File: config.mk
export PLATFORM = sky130hd
export DESIGN_NAME = dma_irq_status
export DESIGN_NICKNAME = d
export VERILOG_FILES = /design/src/rtl/dma_irq_pkg.sv /design/src/rtl/dma_irq_sticky.sv /design/src/rtl/dma_irq_enable.sv /design/src/rtl/dma_irq_summary.sv /design/src/rtl/dma_irq_status.sv
export SDC_FILE = /design/constraint.sdc
export NUM_CORES = 1
export LEC_CHECK = 0
export ABC_AREA = 1
export BUFFER_PORTS_ARGS = -buffer_cell sky130_fd_sc_hd__buf_2
export CORE_MARGIN = 4
export CORE_UTILIZATION = 45
export CTS_CLUSTER_SIZE = 16
export DETAILED_ROUTE_END_ITERATION = 10
export GPL_TIMING_DRIVEN = 0
export PLACE_DENSITY = 0.88
export SYNTH_ARGS = -nofsm -noshare
export SYNTH_HDL_FRONTEND = slang
export SYNTH_SLANG_ARGS = --single-unit
File: constraint.sdc
create_clock -name clk -period 1.7 [get_ports clk]
set_input_delay 0.17 -clock clk [delete_from_list [all_inputs] [get_ports clk]]
set_output_delay 0.17 -clock clk [all_outputs]
set_load 0.01 [all_outputs]
File: src/rtl/dma_irq_pkg.sv
// Package: shared bit masks and register selects of the DMA interrupt status block.
// Assumes a 15-bit source field with positions 11 and 12 unused.
package dma_irq_pkg;
    localparam int SRC_W = 15;
    localparam logic [SRC_W-1:0] SRC_MASK  = 15'h67FF;
    localparam logic [SRC_W-1:0] NORM_MASK = 15'h4045;
    localparam logic [SRC_W-1:0] ABN_MASK  = 15'h27BA;
    localparam logic [1:0] SEL_STATUS = 2'd0;
    localparam logic [1:0] SEL_ENABLE = 2'd1;
endpackage

File: src/rtl/dma_irq_sticky.sv
// Sticky status bank: one flop per implemented source bit. Set has priority over
// write-1-to-clear. Assumes clear requests are already qualified by the write decode.
module dma_irq_sticky #(
    parameter int              SRC_W = 15,
    parameter logic [SRC_W-1:0] MASK = '1
) (
    input  logic             clk,
    input  logic             rst_n,
    input  logic [SRC_W-1:0] set_i,
    input  logic [SRC_W-1:0] clr_i,
    output logic [SRC_W-1:0] bits_o
);
    for (genvar i = 0; i < SRC_W; i++) begin : g_bit
        if (MASK[i]) begin : g_impl
            logic q;
            // Hold, set on event, clear on acknowledge; set wins.
            always_ff @(posedge clk) begin
                if (!rst_n)        q <= 1'b0;
                else if (set_i[i]) q <= 1'b1;
                else if (clr_i[i]) q <= 1'b0;
            end
            assign bits_o[i] = q;
        end else begin : g_none
            assign bits_o[i] = 1'b0;
        end
    end
endmodule

File: src/rtl/dma_irq_enable.sv
// Enable register: per-source enables plus two group enables.
// Assumes the write strobe is already decoded for this register.
module dma_irq_enable #(
    parameter int              SRC_W = 15,
    parameter logic [SRC_W-1:0] MASK = '1
) (
    input  logic             clk,
    input  logic             rst_n,
    input  logic             wr_i,
    input  logic [SRC_W-1:0] src_d,
    input  logic             norm_d,
    input  logic             abn_d,
    output logic [SRC_W-1:0] src_q,
    output logic             norm_q,
    output logic             abn_q
);
    // Load all enable fields on a write; unimplemented source bits stay 0.
    always_ff @(posedge clk) begin
        if (!rst_n) begin
            src_q  <= '0;
            norm_q <= 1'b0;
            abn_q  <= 1'b0;
        end else if (wr_i) begin
            src_q  <= src_d & MASK;
            norm_q <= norm_d;
            abn_q  <= abn_d;
        end
    end
endmodule

File: src/rtl/dma_irq_summary.sv
// Group summary: OR of the enabled sources of one group, gated by the group enable.
// Purely combinational; assumes the inputs come from flops.
module dma_irq_summary #(
    parameter int              SRC_W = 15,
    parameter logic [SRC_W-1:0] GROUP = '0
) (
    input  logic [SRC_W-1:0] bits_i,
    input  logic [SRC_W-1:0] en_i,
    input  logic             grp_en_i,
    output logic             sum_o
);
    // Reduce the masked, enabled sources.
    always_comb sum_o = grp_en_i & (|(bits_i & en_i & GROUP));
endmodule

File: src/rtl/dma_irq_status.sv
// Top: DMA interrupt status and enable registers behind a one-cycle register port.
// Status source bits are sticky and write-1-to-clear. The summaries are derived,
// the state fields are read-only, and irq is registered from the summaries.
// Assumes single-cycle event pulses and a read that is valid while reg_addr is held.
module dma_irq_status #(
    parameter int DATA_W  = 32,
    parameter int ST_W    = 3,
    parameter int TX_LSB  = 20,
    parameter int RX_LSB  = 17,
    parameter int NSUM_BIT = 16,
    parameter int ASUM_BIT = 15
) (
    input  logic                         clk,
    input  logic                         rst_n,
    input  logic [dma_irq_pkg::SRC_W-1:0] ev_in,
    input  logic                         reg_wr,
    input  logic [1:0]                   reg_addr,
    input  logic [DATA_W-1:0]            reg_wdata,
    output logic [DATA_W-1:0]            reg_rdata,
    input  logic [ST_W-1:0]              tx_state,
    input  logic [ST_W-1:0]              rx_state,
    output logic                         irq
);
    import dma_irq_pkg::*;

    logic [SRC_W-1:0] sticky_q, clr_req, en_src_q;
    logic             nie_q, aie_q, wr_status, wr_enable;
    logic             nis, ais;
    logic [DATA_W-1:0] status_word, enable_word;

    // Decode the register port.
    always_comb begin
        wr_status = reg_wr && (reg_addr == SEL_STATUS);
        wr_enable = reg_wr && (reg_addr == SEL_ENABLE);
        clr_req   = wr_status ? reg_wdata[SRC_W-1:0] : '0;
    end

    dma_irq_sticky #(.SRC_W(SRC_W), .MASK(SRC_MASK)) u_sticky (
        .clk(clk), .rst_n(rst_n), .set_i(ev_in), .clr_i(clr_req), .bits_o(sticky_q)
    );

    dma_irq_enable #(.SRC_W(SRC_W), .MASK(SRC_MASK)) u_enable (
        .clk(clk), .rst_n(rst_n), .wr_i(wr_enable),
        .src_d(reg_wdata[SRC_W-1:0]), .norm_d(reg_wdata[NSUM_BIT]), .abn_d(reg_wdata[ASUM_BIT]),
        .src_q(en_src_q), .norm_q(nie_q), .abn_q(aie_q)
    );

    dma_irq_summary #(.SRC_W(SRC_W), .GROUP(NORM_MASK)) u_norm (
        .bits_i(sticky_q), .en_i(en_src_q), .grp_en_i(nie_q), .sum_o(nis)
    );

    dma_irq_summary #(.SRC_W(SRC_W), .GROUP(ABN_MASK)) u_abn (
        .bits_i(sticky_q), .en_i(en_src_q), .grp_en_i(aie_q), .sum_o(ais)
    );

    // Assemble the read words.
    always_comb begin
        status_word = '0;
        status_word[SRC_W-1:0]            = sticky_q;
        status_word[NSUM_BIT]             = nis;
        status_word[ASUM_BIT]             = ais;
        status_word[TX_LSB +: ST_W]       = tx_state;
        status_word[RX_LSB +: ST_W]       = rx_state;
        enable_word = '0;
        enable_word[SRC_W-1:0]            = en_src_q;
        enable_word[NSUM_BIT]             = nie_q;
        enable_word[ASUM_BIT]             = aie_q;
    end

    // Read mux.
    always_comb begin
        case (reg_addr)
            SEL_STATUS: reg_rdata = status_word;
            SEL_ENABLE: reg_rdata = enable_word;
            default:    reg_rdata = '0;
        endcase
    end

    // Register the interrupt line from the summaries.
    always_ff @(posedge clk) begin
        if (!rst_n) irq <= 1'b0;
        else        irq <= nis | ais;
    end
endmodule

==> run metrics <==
I/O pins 91; 1st-iter DRT viols 83; share of cells above drive strength 1 31.9%; max layer used met4; # hold bufs at CTS 0; antenna violations before repair 0; vias in the first global route 1,410; Avg WL per Cell 11.8 µm; Static Leakage 0.000964 µW; Met2 Routed Length 1.80 mm; nets@finish 342; final core occ 62.4%; Inst Count DP 321; most frequent cells in the layout buf_2 (62), nand2_1 (30), a21oi_1 (29), dfxtp_1 (29), inv_1 (27); Seq cells post-synth 29; RSZ-0062 raised after global routing false; Gate Count Post-Synth 207; maxcap violations 0; critical path endpoint category output pin; pwr dens 784 nW/µm²; DP HPWL 2.96 mm; Peak Freq 676 MHz; core area 3050 µm²; CP startpoint u_sticky.g_bit[10].g_impl.q; WP data arrival 1.31 ns; Mean Syn Cell Area 6.97 µm²; GP Congestion 0.815; R2R cell count 4; die height 64.6 µm; sequential share of the synthesized area 40.2%; H-tree depth 2; Tcrit/Tclk final 87.0%; Post-DP Area 1840 µm²; diodes inserted 0; commonest non-fill, non-tap cell in the layout buf_2; Final setup viols 0; crit start category flop; design area 1910 µm²; final hold viol count 0; Hold Path Class in2reg; post-CTS setup buffers 0; Ys Warns 0; layout overhead on the synthesized area 32.1%; DRC viols 0; Tmin final 1.48 ns; worst slew pin tran 0.505 ns; Longest Clk Path Bufs 2; die area 4180 µm²; Initial Util 47.3%; Layout Skew 0.00493 ns; worst vdd ir 0.454 mV; CTS sink cnt 29; DR WL met3 427 µm; total number of vias 1,524; final WL 3.89 mm; reg-to-reg startpoint u_enable.src_q[0]; first-pass GRT wire length 6.28 mm; CP required 1.53 ns; mapped cell area 1440 µm²; Rows 20; M1 WL 1.63 mm; Worst slew margin 66.3%; vias per cell 4.63; outcome complete, no violations; die span in x 64.6 µm; clk slew on worst S/H paths 0.09 ns; CTS tree done; Fin Setup TNS 0 ns; Slew Viols, Final 0; Netlist cell types 18; flop-to-flop setup slack 0.78 ns; All-Layer GR Usage 19.1%; worst flop-to-flop path endpoint irq; Pre-Repair DR Iteration Count 4; final std cells w/o fill 329; port bufs 60; Num CTS Buffers 5; post-route ant nets 0; CP Capture Point reg_rdata[15]; largest net degree at the start of global routing 11; Crit Path Class reg2out; clock root buffer clkbuf_4; CTS resizes 0; grt ovf 0; later-pin clock latency in the skew report 0.34 ns; Crit Path Max Fanout 3
## layer usage
layer	track usage, %	vias up
met5	0	-
met4	4.22	0
met3	7.97	2
met2	31.2	71
met1	23.3	649
li1	-	802
## registers in the layout, indices dropped and copies added, names as in the netlist
signal / cells
u_enable.abn_q: 1
irq: 1
u_enable.norm_q: 1
u_enable.src_q: 13
u_sticky.g_bit.g_impl.q: 13
## how the worst min path moves through the flow
stage	start	endpoint	depth (start not counted)
floorplan	rst_n	u_enable.src_q[0]	2
global placement	ev_in[1]	u_sticky.g_bit[1].g_impl.q	3
detailed placement	ev_in[2]	u_sticky.g_bit[2].g_impl.q	3
CTS	ev_in[2]	u_sticky.g_bit[2].g_impl.q	3
global route	ev_in[4]	u_sticky.g_bit[4].g_impl.q	3
finish	ev_in[2]	u_sticky.g_bit[2].g_impl.q	3
## cells in the mapped netlist
library cell,count,area share [%]
o21ai_0,15,5.2
conb_1,1,0.26
o22ai_1,2,0.87
nand2_1,30,7.8
nand3_1,14,4.9
nor2_4,1,0.78
inv_1,27,7.0
nor2_2,1,0.43
a21oi_1,29,10
nand2_2,1,0.43
buf_6,4,3.1
clkbuf_1,2,0.52
o21ai_2,2,1.2
dfxtp_1,29,40
nor2_1,22,5.7
o21ai_1,13,4.5
buf_2,2,0.69
buf_4,12,6.2
## cells by family after synthesis
group | Yosys count | share of synthesized area (%)
AND/OR/NAND/NOR | 69 | 20.0
AO/OA/AOI/OAI | 61 | 21.9
buffers and inverters | 47 | 17.6
flip-flops | 29 | 40.2
other | 1 | 0.260
## through the flow
stage	hold slack, ns	total power [µW]	setup WS [ns]
2_1_floorplan	0.281	915	0.744
3_3_place_gp	0.373	1020	0.410
3_5_place_dp	0.381	1030	0.413
4_1_cts	0.0289	1500	0.213
5_1_grt	0.0243	1580	0.0334
6_report	0.0299	1490	0.220
## power by group
part	switching, µW	total [µW]	leakage [µW]	internal [µW]
clock	244	483	0.0000413	239
combinational	148	266	0.000682	117
sequential	25.3	746	0.000240	721
total	417	1490	0.000964	1080
## worst max-delay path, cell delays in order (launching register included)
cell and delay, ns:
dfxtp_1 0.35, nand2_1 0.07, nand2_1 0.06, nor2_1 0.10, nand2_1 0.08, o21ai_0 0.14
inv_1 0.05, buf_2 0.13
## final cells by class
cell class | instances | area, µm²
fill | 310 | 1150
clock buffer | 7 | 65.1
tap | 44 | 55.1
buffer | 20 | 153
multi-input combinational | 141 | 646
timing repair buffer | 60 | 300
sequential | 29 | 581
inverter | 27 | 101
clock inverter | 1 | 5.00
Power figures use the tool's default switching activity.
